$ cat src/rtl/io_tlb_pkg.sv
package io_tlb_pkg;
  localparam int REG_W = 32;

  localparam logic [2:0] RA_CTRL  = 3'd0;
  localparam logic [2:0] RA_LOCK  = 3'd1;
  localparam logic [2:0] RA_STAG  = 3'd2;
  localparam logic [2:0] RA_SPA   = 3'd3;
  localparam logic [2:0] RA_CMD   = 3'd4;
  localparam logic [2:0] RA_RTAG  = 3'd5;
  localparam logic [2:0] RA_RPA   = 3'd6;
  localparam logic [2:0] RA_FAULT = 3'd7;

  localparam int LOCK_BASE_LSB = 16;
  localparam int TAG_VALID_BIT = 2;

  // size code 0..3 -> 4K, 64K, 1M, 16M
  function automatic int unsigned pg_shift(input logic [1:0] code);
    return 32'd12 + 32'd4 * 32'(code);
  endfunction
endpackage

$ cat src/rtl/tlb_entry_array.sv
module tlb_entry_array
  import io_tlb_pkg::*;
#(
  parameter int N     = 32,
  parameter int VA_W  = 32,
  parameter int PA_W  = 32,
  parameter int IDX_W = $clog2(N)
) (
  input  logic                      clk_i,
  input  logic                      rst_ni,
  input  logic                      wr_en_i,
  input  logic [IDX_W-1:0]          idx_i,
  input  logic [VA_W-1:0]           wr_tag_i,
  input  logic [PA_W-1:0]           wr_pa_i,
  input  logic                      inv_one_i,
  input  logic                      inv_all_i,
  input  logic [VA_W-1:0]           lkp_va_i,
  output logic [N-1:0]              match_o,
  output logic [N-1:0]              valid_o,
  output logic [N-1:0][VA_W-1:0]    tag_o,
  output logic [N-1:0][PA_W-1:0]    pa_o
);
  for (genvar i = 0; i < N; i++) begin : g_ent
    logic [VA_W-1:0] off_mask;

    always_ff @(posedge clk_i or negedge rst_ni) begin
      if (!rst_ni) begin
        valid_o[i] <= 1'b0;
        tag_o[i]   <= '0;
        pa_o[i]    <= '0;
      end else if (inv_all_i) begin
        valid_o[i] <= 1'b0;
      end else if (wr_en_i && idx_i == IDX_W'(i)) begin
        valid_o[i] <= 1'b1;
        tag_o[i]   <= wr_tag_i;
        pa_o[i]    <= wr_pa_i;
      end else if (inv_one_i && idx_i == IDX_W'(i)) begin
        valid_o[i] <= 1'b0;
      end
    end

    assign off_mask   = (VA_W'(1) << pg_shift(tag_o[i][1:0])) - VA_W'(1);
    assign match_o[i] = valid_o[i] && (((lkp_va_i ^ tag_o[i]) & ~off_mask) == '0);
  end
endmodule

$ cat src/rtl/tlb_lock_ctrl.sv
module tlb_lock_ctrl #(
  parameter int N     = 32,
  parameter int CNT_W = $clog2(N + 1)
) (
  input  logic             clk_i,
  input  logic             rst_ni,
  input  logic             lock_we_i,
  input  logic [CNT_W-1:0] base_wr_i,
  input  logic [CNT_W-1:0] vic_wr_i,
  input  logic             load_i,
  input  logic             clr_i,
  output logic [CNT_W-1:0] base_o,
  output logic [CNT_W-1:0] vic_o
);
  localparam logic [CNT_W-1:0] LAST = CNT_W'(N - 1);

  always_ff @(posedge clk_i or negedge rst_ni) begin
    if (!rst_ni) begin
      base_o <= '0;
      vic_o  <= '0;
    end else if (clr_i) begin
      base_o <= '0;
      vic_o  <= '0;
    end else if (lock_we_i) begin
      base_o <= base_wr_i;
      vic_o  <= vic_wr_i;
    end else if (load_i) begin
      vic_o <= (vic_o == LAST) ? base_o : vic_o + 1'b1;
    end
  end


  flush_all_chk: assert property (@(posedge clk_i) disable iff (!rst_ni)
    clr_i |=> (base_o == '0 && vic_o == '0));

  victim_wrap_chk: assert property (@(posedge clk_i) disable iff (!rst_ni)
    (load_i && !clr_i && !lock_we_i && vic_o == LAST) |=> vic_o == $past(base_o));

  victim_step_chk: assert property (@(posedge clk_i) disable iff (!rst_ni)
    (load_i && !clr_i && !lock_we_i && vic_o < LAST) |=> vic_o == $past(vic_o) + 1'b1);
endmodule

$ cat src/rtl/tlb_prio_enc.sv
module tlb_prio_enc #(
  parameter int N     = 32,
  parameter int IDX_W = $clog2(N)
) (
  input  logic [N-1:0]     req_i,
  output logic             any_o,
  output logic [IDX_W-1:0] idx_o
);
  always_comb begin
    idx_o = '0;
    for (int i = N - 1; i >= 0; i--) begin
      if (req_i[i]) idx_o = IDX_W'(i);
    end
    any_o = |req_i;
  end
endmodule

$ cat src/rtl/io_tlb.sv
module io_tlb
  import io_tlb_pkg::*;
#(
  parameter int NUM_ENTRIES = 32,
  parameter int VA_W        = 32,
  parameter int PA_W        = 32
) (
  input  logic             clk_i,
  input  logic             rst_ni,
  input  logic             reg_we_i,
  input  logic [2:0]       reg_addr_i,
  input  logic [REG_W-1:0] reg_wdata_i,
  output logic [REG_W-1:0] reg_rdata_o,
  input  logic             lkp_valid_i,
  input  logic [VA_W-1:0]  lkp_va_i,
  output logic             lkp_hit_o,
  output logic [PA_W-1:0]  lkp_pa_o,
  output logic             walk_req_o,
  output logic             irq_o
);
  localparam int IDX_W = $clog2(NUM_ENTRIES);
  localparam int CNT_W = $clog2(NUM_ENTRIES + 1);

  logic                            walk_en_q;
  logic [VA_W-1:0]                 stag_q;
  logic [PA_W-1:0]                 spa_q;
  logic [VA_W-1:0]                 fault_va_q;
  logic                            fault_q;
  logic [CNT_W-1:0]                base, vic;
  logic                            vic_ok;
  logic [IDX_W-1:0]                vic_idx;
  logic                            cmd_we, lock_we;
  logic                            do_load, do_inv1, do_inv_all, do_fclr;
  logic [NUM_ENTRIES-1:0]          match, valid;
  logic [NUM_ENTRIES-1:0][VA_W-1:0] tags;
  logic [NUM_ENTRIES-1:0][PA_W-1:0] pas;
  logic                            any_match;
  logic [IDX_W-1:0]                hit_idx;
  logic [VA_W-1:0]                 hit_mask;
  logic                            miss;

  assign cmd_we     = reg_we_i && reg_addr_i == RA_CMD;
  assign lock_we    = reg_we_i && reg_addr_i == RA_LOCK;
  assign vic_ok     = vic < CNT_W'(NUM_ENTRIES);
  assign vic_idx    = IDX_W'(vic);
  assign do_inv_all = cmd_we && reg_wdata_i[2];
  assign do_load    = cmd_we && reg_wdata_i[0] && vic_ok && !do_inv_all;
  assign do_inv1    = cmd_we && reg_wdata_i[1] && vic_ok;
  assign do_fclr    = cmd_we && reg_wdata_i[3];

  always_ff @(posedge clk_i or negedge rst_ni) begin
    if (!rst_ni) begin
      walk_en_q <= 1'b0;
      stag_q    <= '0;
      spa_q     <= '0;
    end else if (reg_we_i) begin
      case (reg_addr_i)
        RA_CTRL: walk_en_q <= reg_wdata_i[0];
        RA_STAG: stag_q    <= reg_wdata_i[VA_W-1:0];
        RA_SPA:  spa_q     <= reg_wdata_i[PA_W-1:0];
        default: ;
      endcase
    end
  end

  tlb_lock_ctrl #(.N(NUM_ENTRIES), .CNT_W(CNT_W)) u_lock (
    .clk_i     (clk_i),
    .rst_ni    (rst_ni),
    .lock_we_i (lock_we),
    .base_wr_i (reg_wdata_i[LOCK_BASE_LSB +: CNT_W]),
    .vic_wr_i  (reg_wdata_i[CNT_W-1:0]),
    .load_i    (do_load),
    .clr_i     (do_inv_all),
    .base_o    (base),
    .vic_o     (vic)
  );

  tlb_entry_array #(.N(NUM_ENTRIES), .VA_W(VA_W), .PA_W(PA_W), .IDX_W(IDX_W)) u_arr (
    .clk_i     (clk_i),
    .rst_ni    (rst_ni),
    .wr_en_i   (do_load),
    .idx_i     (vic_idx),
    .wr_tag_i  (stag_q),
    .wr_pa_i   (spa_q),
    .inv_one_i (do_inv1),
    .inv_all_i (do_inv_all),
    .lkp_va_i  (lkp_va_i),
    .match_o   (match),
    .valid_o   (valid),
    .tag_o     (tags),
    .pa_o      (pas)
  );

  tlb_prio_enc #(.N(NUM_ENTRIES), .IDX_W(IDX_W)) u_enc (
    .req_i (match),
    .any_o (any_match),
    .idx_o (hit_idx)
  );

  assign hit_mask   = (VA_W'(1) << pg_shift(tags[hit_idx][1:0])) - VA_W'(1);
  assign lkp_hit_o  = lkp_valid_i && any_match;
  assign lkp_pa_o   = (pas[hit_idx] & ~PA_W'(hit_mask)) | PA_W'(lkp_va_i & hit_mask);
  assign miss       = lkp_valid_i && !any_match;
  assign walk_req_o = miss && walk_en_q;

  // first fault is held until cleared
  always_ff @(posedge clk_i or negedge rst_ni) begin
    if (!rst_ni) begin
      fault_q    <= 1'b0;
      fault_va_q <= '0;
    end else if (do_fclr) begin
      fault_q <= 1'b0;
    end else if (miss && !walk_en_q && !fault_q) begin
      fault_q    <= 1'b1;
      fault_va_q <= lkp_va_i;
    end
  end
  assign irq_o = fault_q;

  always_comb begin
    reg_rdata_o = '0;
    case (reg_addr_i)
      RA_CTRL: reg_rdata_o[0] = walk_en_q;
      RA_LOCK: begin
        reg_rdata_o[CNT_W-1:0]             = vic;
        reg_rdata_o[LOCK_BASE_LSB +: CNT_W] = base;
      end
      RA_STAG: reg_rdata_o[VA_W-1:0] = stag_q;
      RA_SPA:  reg_rdata_o[PA_W-1:0] = spa_q;
      RA_RTAG: if (vic_ok) begin
        reg_rdata_o[VA_W-1:0]      = tags[vic_idx];
        reg_rdata_o[TAG_VALID_BIT] = valid[vic_idx];
      end
      RA_RPA:  if (vic_ok) reg_rdata_o[PA_W-1:0] = pas[vic_idx];
      RA_FAULT: reg_rdata_o[VA_W-1:0] = fault_va_q;
      default: ;
    endcase
  end


  lowest_hit_chk: assert property (@(posedge clk_i) disable iff (!rst_ni)
    lkp_hit_o |-> (match[hit_idx] &&
      ((match & ((NUM_ENTRIES'(1) << hit_idx) - NUM_ENTRIES'(1))) == '0)));

  irq_hold_chk: assert property (@(posedge clk_i) disable iff (!rst_ni)
    (irq_o && !do_fclr) |=> irq_o);

  fault_va_stable_chk: assert property (@(posedge clk_i) disable iff (!rst_ni)
    irq_o |=> $stable(fault_va_q));

  walk_no_fault_chk: assert property (@(posedge clk_i) disable iff (!rst_ni)
    (walk_req_o && !irq_o) |=> !irq_o);
endmodule

$ cat config.mk
export PLATFORM = sky130hd
export DESIGN_NAME = io_tlb
export DESIGN_NICKNAME = d
export VERILOG_FILES = /design/src/rtl/io_tlb_pkg.sv /design/src/rtl/tlb_entry_array.sv /design/src/rtl/tlb_lock_ctrl.sv /design/src/rtl/tlb_prio_enc.sv /design/src/rtl/io_tlb.sv
export SDC_FILE = /design/constraint.sdc
export NUM_CORES = 2
export LEC_CHECK = 0
export BUFFER_PORTS_ARGS = -buffer_cell sky130_fd_sc_hd__clkbuf_2
export CAP_MARGIN = 40
export CORE_MARGIN = 2
export CORE_UTILIZATION = 58
export CTS_CLUSTER_SIZE = 28
export DETAILED_ROUTE_END_ITERATION = 10
export PLACE_DENSITY = 0.77
export SYNTH_ARGS = -nofsm -noshare
export SYNTH_HDL_FRONTEND = slang
export SYNTH_SLANG_ARGS = --single-unit
$ cat constraint.sdc
create_clock -name clk_i -period 4.11 [get_ports clk_i]
set_input_delay 0.2055 -clock clk_i [delete_from_list [all_inputs] [get_ports clk_i]]
set_output_delay 0.2055 -clock clk_i [all_outputs]
set_load 0.05 [all_outputs]
# --- After elaboration in Yosys (flattened, before gate mapping) ---
# Cells that the tools add are included.
word_totals:
  regBits: 2190
  in_bits: 71
  output_inout_bits: 67
  word_cells: 720
classes:
  add_sub_neg: 67
  n_lt_le_gt_ge: 3
  n_eq_ne: 39
  shift: 33
  mux: 153
  n_bitwise: 102
  n_reduce_logical: 220
ops:
  columns: ["cell", "count"]
  rows:
  - ["$and A32 B32 Y32", 34]
  - ["$not A32 Y32", 33]
  - ["$sub A32 B2 Y32 const B", 33]
  - ["$logic_not A32 Y1", 32]
  - ["$shl A1 B32 Y32 const A", 32]
  - ["$xor A32 B32 Y32", 32]
  - ["$bmux W32 S5", 4]
  - ["$add A4 B4 Y5 const A", 33]
  - ["$mux W32", 5]
  - ["$mux W5", 32]
  - ["$logic_and A1 B1 Y1", 110]
  - ["$pmux W10 S5", 2]
  - ["$mux W1", 99]
  - ["$reduce_bool A3 Y1", 33]
  - ["$eq A5 B5 Y1 const B", 16]
  - ["$reduce_and A2 Y1", 36]
  - ["$eq A5 B4 Y1 const B", 8]
  - ["$mux W6", 6]
  - ["$pmux W6 S6", 1]
  - ["$or A32 B32 Y32", 1]
  - ["$reduce_or A32 Y1", 1]
  - ["$shl A1 B5 Y32 const A", 1]
  - ["$pmux W5 S6", 1]
  - ["$eq A5 B3 Y1 const B", 4]
  - ["17 further kinds", 28]

# --- Longest topological paths before layout ---
logic_depth:
  ltp_word: 47
  depth_mapped: 24
  ltp_nobuf: 17

# --- By module ---
# From an unflattened synthesis, not the netlist that was laid out.
hier_totals:
  cells_unflattened: 8492
  hier_area_um2: 119629.7
by_module_without_submodules:
  columns: ["module", "instances", "cells_each", "area_per_inst_um2", "seq_area_each_um2"]
  rows:
  - ["tlb_entry_array", 1, 6368, 90387.9, 52049.9]
  - ["io_tlb", 1, 1990, 28164.5, 2452.4]
  - ["tlb_lock_ctrl", 1, 69, 691.9, 300.3]
  - ["tlb_prio_enc", 1, 65, 385.4, 0.0]

# --- Least setup slack after synthesis ---
# No wires, ideal clock.
synth_timing:
  path_kind: "flip-flop to output port"
  start: "register u_arr.tag_o[961] (netlist bit)"
  end: "output lkp_pa_o[28]"
  arrival_time_ps: 4857
  required_ps: 3905
  setup_slack_ps: -953
  stages_incl_launch_ff: 25
  n_path_buf: 7
  path_cell_list: "dfrtp_1 > clkbuf_1 > nor2b_1 > ha_1 > inv_1 > ha_1 > nand2_1 > nand4_1 > or4_1 > o211ai_1 > a21oi_1 > o21ai_2 > and3_1 > buf_1 > nor2_4 > buf_6 > buf_6 > buf_6 > buf_6 > buf_2 > nand2_1 > nand3_1 > a21oi_1 > a21oi_1 > o21ai_0"
synth_between:
  elab_chain_cells: 46
  word_cells_on_any_way: 50
  cone_classes: "add/sub (4); shift (2); mux (35); bitwise (7); reduce/logical (2)"
synth_rtl:
  columns: ["element", "line", "text"]
  rows:
  - ["start, declared", "tlb_entry_array.sv:20", "output logic [N-1:0][VA_W-1:0] tag_o,"]
  - ["start signal, assigned by index", "tlb_entry_array.sv:35", "tag_o[i] <= wr_tag_i;"]
  - ["$add A4 B4 Y5", "io_tlb_pkg.sv:18", "return 32'd12 + 32'd4 * 32'(code);"]
  - ["$shl A1 B32 Y32", "tlb_entry_array.sv:42", "assign off_mask = (VA_W'(1) << pg_shift(tag_o[i][1:0])) - VA_W'(1);"]
  - ["$sub A32 B2 Y32", "tlb_entry_array.sv:42", null]
  - ["$not A32 Y32", "tlb_entry_array.sv:43", "assign match_o[i] = valid_o[i] && (((lkp_va_i ^ tag_o[i]) & ~off_mask) == '0);"]
  - ["$and A32 B32 Y32", "tlb_entry_array.sv:43", null]
  - ["$logic_not A32 Y1", "tlb_entry_array.sv:43", null]
  - ["$logic_and A1 B1 Y1", "tlb_entry_array.sv:43", null]
  - ["$mux W5 (31 in series)", "tlb_prio_enc.sv:12", "if (req_i[i]) idx_o = IDX_W'(i);"]
  - ["$bmux W32 S5", "io_tlb.sv:100", "assign hit_mask = (VA_W'(1) << pg_shift(tags[hit_idx][1:0])) - VA_W'(1);"]
  - ["$mux W2 (implied by the code)", "io_tlb.sv:100", null]
  - ["$add A4 B4 Y5", "io_tlb_pkg.sv:18", null]
  - ["$shl A1 B5 Y32", "io_tlb.sv:100", null]
  - ["$sub A32 B2 Y32", "io_tlb.sv:100", null]
  - ["$not A32 Y32", "io_tlb.sv:102", "assign lkp_pa_o = (pas[hit_idx] & ~PA_W'(hit_mask)) | PA_W'(lkp_va_i & hit_mask);"]
  - ["$and A32 B32 Y32", "io_tlb.sv:102", null]
  - ["$or A32 B32 Y32 (*)", "io_tlb.sv:102", null]
  - ["end, declared", "io_tlb.sv:17", "output logic [PA_W-1:0] lkp_pa_o,"]
# Mark *: on every way between the ends. The rest lies on a longest branch, timed or not. The select of a mux whose other input is x is not followed.

# --- Worst setup path in the final report ---
layout_timing:
  start: "register u_arr.tag_o[692] (netlist bit)"
  end: "output lkp_pa_o[12]"
layout_between:
  elab_chain_cells: 34
  word_cells_on_any_way: 37
  cone_classes: "add/sub (2); shift (1); mux (26); bitwise (6); reduce/logical (2)"
layout_rtl:
  columns: ["element", "line"]
  rows:
  - ["$xor A32 B32 Y32 (*)", "tlb_entry_array.sv:43"]
  - ["$and A32 B32 Y32 (*)", "tlb_entry_array.sv:43"]
  - ["$logic_not A32 Y1 (*)", "tlb_entry_array.sv:43"]
  - ["$logic_and A1 B1 Y1 (*)", "tlb_entry_array.sv:43"]
  - ["$mux W5 (*) (22 in series)", "tlb_prio_enc.sv:12"]
  - ["$bmux W32 S5", "io_tlb.sv:100"]
  - ["$mux W2 (implied by the code)", "io_tlb.sv:100"]
  - ["$add A4 B4 Y5", "io_tlb_pkg.sv:18"]
  - ["$shl A1 B5 Y32", "io_tlb.sv:100"]
  - ["$sub A32 B2 Y32", "io_tlb.sv:100"]
  - ["$not A32 Y32", "io_tlb.sv:102"]
  - ["$and A32 B32 Y32", "io_tlb.sv:102"]
  - ["$or A32 B32 Y32 (*)", "io_tlb.sv:102"]
# Marks and branches as above.

==> reports/results.tsv <==
metric	value	unit
leakage	69.23	nW
PwrDens	391.6	nW/µm²
Die Ht	457.6	µm
Net Sw Power	17.79	mW
dominant synthesized flop cell	dfrtp_1	
first-pass GRT wire length	646700	µm
1st-pass router iterations	8	
Clock Skews	0.06326	ns
f_max	170.5	MHz
top-area cell type share of the netlist area	45.29	%
syn avg cell area	13.26	µm²
WHS	0.06386	ns
# IOs	138	
core box area	204600	µm²
row count	166	
Slew HR	28.29	%
Root Buffer	clkbuf_16	
sw frac	30.53	%
H-tree Lvls	4	
# port buffers	137	
Design Area, Final	148800	µm²
Placement Cell Area	133600	µm²
post-synthesis instance total	9001	
Clock Power Share	36.5	%
DRC viols	0	
Initial Utilization	58.33	%
Final Hold Fails	0	
RSZ-0062 raised after global routing	true	
CP Launch Point	u_arr.tag_o[692]	
Slew Limit Fails	0	
post-route setup slack	-1.754	ns
Synthesis Warnings	0	
top post-synthesis cells by area	dfrtp_1 45%, mux2_2 21%, mux4_2 12%	
outcome	complete, but fails checks	
Slew @ Worst Pin	1.062	ns
Max clock buf depth	3	
cell taking the most area after synthesis	dfrtp_1	
total power	58.27	mW
CP arrival	5.66	ns
share of cells above drive strength 1	52.18	%
Chip Width	457.6	µm
synth cell count leaders	2188 x mux2_2, 2160 x dfrtp_1, 640 x mux4_2	
multi-input logic area	63930	µm²
clock sink total	2160	
WS Path Type	register to primary output	
Worst-path clk slew	0.06	ns
Layout area overhead	24.71	%
number of fill cells	12680	
clk_lat worst skew	0.93	ns
CTS tree	yes	
Synth Cell Area	119300	µm²
Tcrit/Tclk final	142.7	%
WL/cell	34.49	µm
CTS Buf Count	225	
largest net degree at the start of global routing	169	
asr flop ratio synth	100.0	%
sequential area share after synthesis	45.29	%
die area	209400	µm²
All-Layer GR Usage	42.42	%
top-count cell post-synth	mux2_2	
starting DRC count in detailed routing	11130	
initial antenna violation count	17	
Reg-to-Reg Start	u_arr.tag_o[442]	
Yosys reg bits	2160	
Distinct cells, synth	106	
Final Critical Period	5.864	ns
GPL Wtd Cong	1.048	
type of element capturing the critical path	primary output	
via density per instance	6.928	
Vias	91640	
ANT nets after route	0	
max cap viols	0	
internal power	40.48	mW
worst min path class	primary input to register	
Post-synth EDFFs	0	
Total Nets Final	10450	
flop-to-flop setup slack	0.03	ns
DP Wirelength	287600	µm
Combinational Power Share	23.6	%
total gr overflow	0	
maximum fanout along the worst path	7	
min-delay src	lkp_va_i[18]	
drt total wl	456200	µm
CP Launch Type	register	
FF/Latch Area	54080	µm²
failing checks	negative setup slack	
Seq pwr share	39.8	%
VDD IR max	0.4834	mV
# setup viols final	53	
vias in the first global route	93260	
Worst EP required	3.90	ns
power groups by stage:
stage               Sequential [mW]  Clock (mW)  Combinational [mW]
finish                         23.2        21.3                13.8
global route                   23.3        22.2                14.2
CTS                            23.1        21.3                12.5
detailed placement             23.5           0                11.0
global placement               23.8           0                10.0
floorplan                      23.1           0                6.43
critical path: stages (launching register included):
cell       delay (ns)
dfrtp_1          0.42
xor2_1           0.17
nor4_2           0.36
buf_4            0.21
a21oi_2          0.09
or4_4            0.55
and2_4           0.20
a311o_1          0.38
nor2b_4          0.18
buf_12           0.16
buf_12           0.15
nor2_4           0.28
a31oi_1          0.19
a2111oi_4        0.39
or3_4            0.32
mux2i_4          0.47
buf_12           0.20
state kept, by name (all words and copies together) (netlist names), 6 cells and up:
signal / flops
fault_va_q: 32
spa_q: 32
u_arr.tag_o: 994
u_arr.valid_o: 32
u_arr.pa_o: 1024
u_lock.vic_o: 6
stag_q: 32
u_lock.base_o: 6
final timing paths:
kind                                    to  depth (start not counted)
hold reg to reg             fault_va_q[22]                          2
max in group asynchronous   u_arr.pa_o[85]                          4
setup reg to reg            fault_va_q[13]                         14
min in group asynchronous  u_arr.pa_o[663]                          3
hold / removal              fault_va_q[18]                          4
setup / recovery              lkp_pa_o[12]                         16
per-layer routing:
layer	global-route usage, %	wire length [µm]	vias to the layer above
met4	31.20	41380	4
li1	-	-	36110
met1	52.27	161400	47210
met5	0	150	-
met2	63.53	202400	6319
met3	12.74	50890	2002
metrics by stage:
stage | setup WS [ns] | cells | util, % | TNS [ns]
final | -1.754 | 13230 | 72.75 | -38.19
after global routing | -1.882 | 13220 | 72.73 | -41.15
after CTS | -1.625 | 13090 | 71.40 | -34.47
after detailed placement | -2.045 | 12470 | 65.29 | -40.07
after global placement | -2.092 | 12430 | 64.92 | -47.54
after floorplan | -0.02178 | 9064 | - | -0.02178
cells in the final DEF, fill, tap and decap left out, drive strengths merged, types with 78 or more instances in the layout:
cell	netlist	final
nor2	98	98
mux2	2194	2194
o21ai	189	189
clkbuf	591	441
nand2	493	493
mux2i	268	268
nand4	94	94
buf	279	1743
dfrtp	2160	2160
o211ai	78	78
mux4	640	640
xor2	314	314
a21oi	108	108
xnor2	507	507
nand3	182	182
final cells by class:
cell class / instances / area share, %
multi-input combinational: 5971 / 42.96
inverter: 63 / 0.1614
sequential: 2160 / 36.34
clock buffer: 332 / 4.443
timing repair buffer: 1912 / 13.13
tap: 2688 / 2.260
antenna: 19 / 0.03195
clock inverter: 83 / 0.6843
repair_timing:
| item | in CTS | in global routing |
|---|---|---|
| resized for setup | 521 | 390 |
| cloned | 31 | 20 |
| pin swaps | 102 | 158 |
| hold endpoints to repair | 651 | 0 |
| hold buffers | 52 | 0 |
| buffers inserted | 134 | 119 |
| setup endpoints to repair | 82 | 82 |
cell families (layout without fill, tap and decap cells):
family          after synthesis  after routing  synth area share (%)
mux                        3102           3102                 35.04
buf+inv                     933           2390                 3.660
simple gates               1172           1172                 4.889
compound gates              771            771                 4.630
fa+ha+maj                    41             41                0.4299
xor+xnor                    821            821                 6.051
flops                      2160           2160                 45.29
other cells                   1             83              0.003142
(Power assumes the default switching activity.)
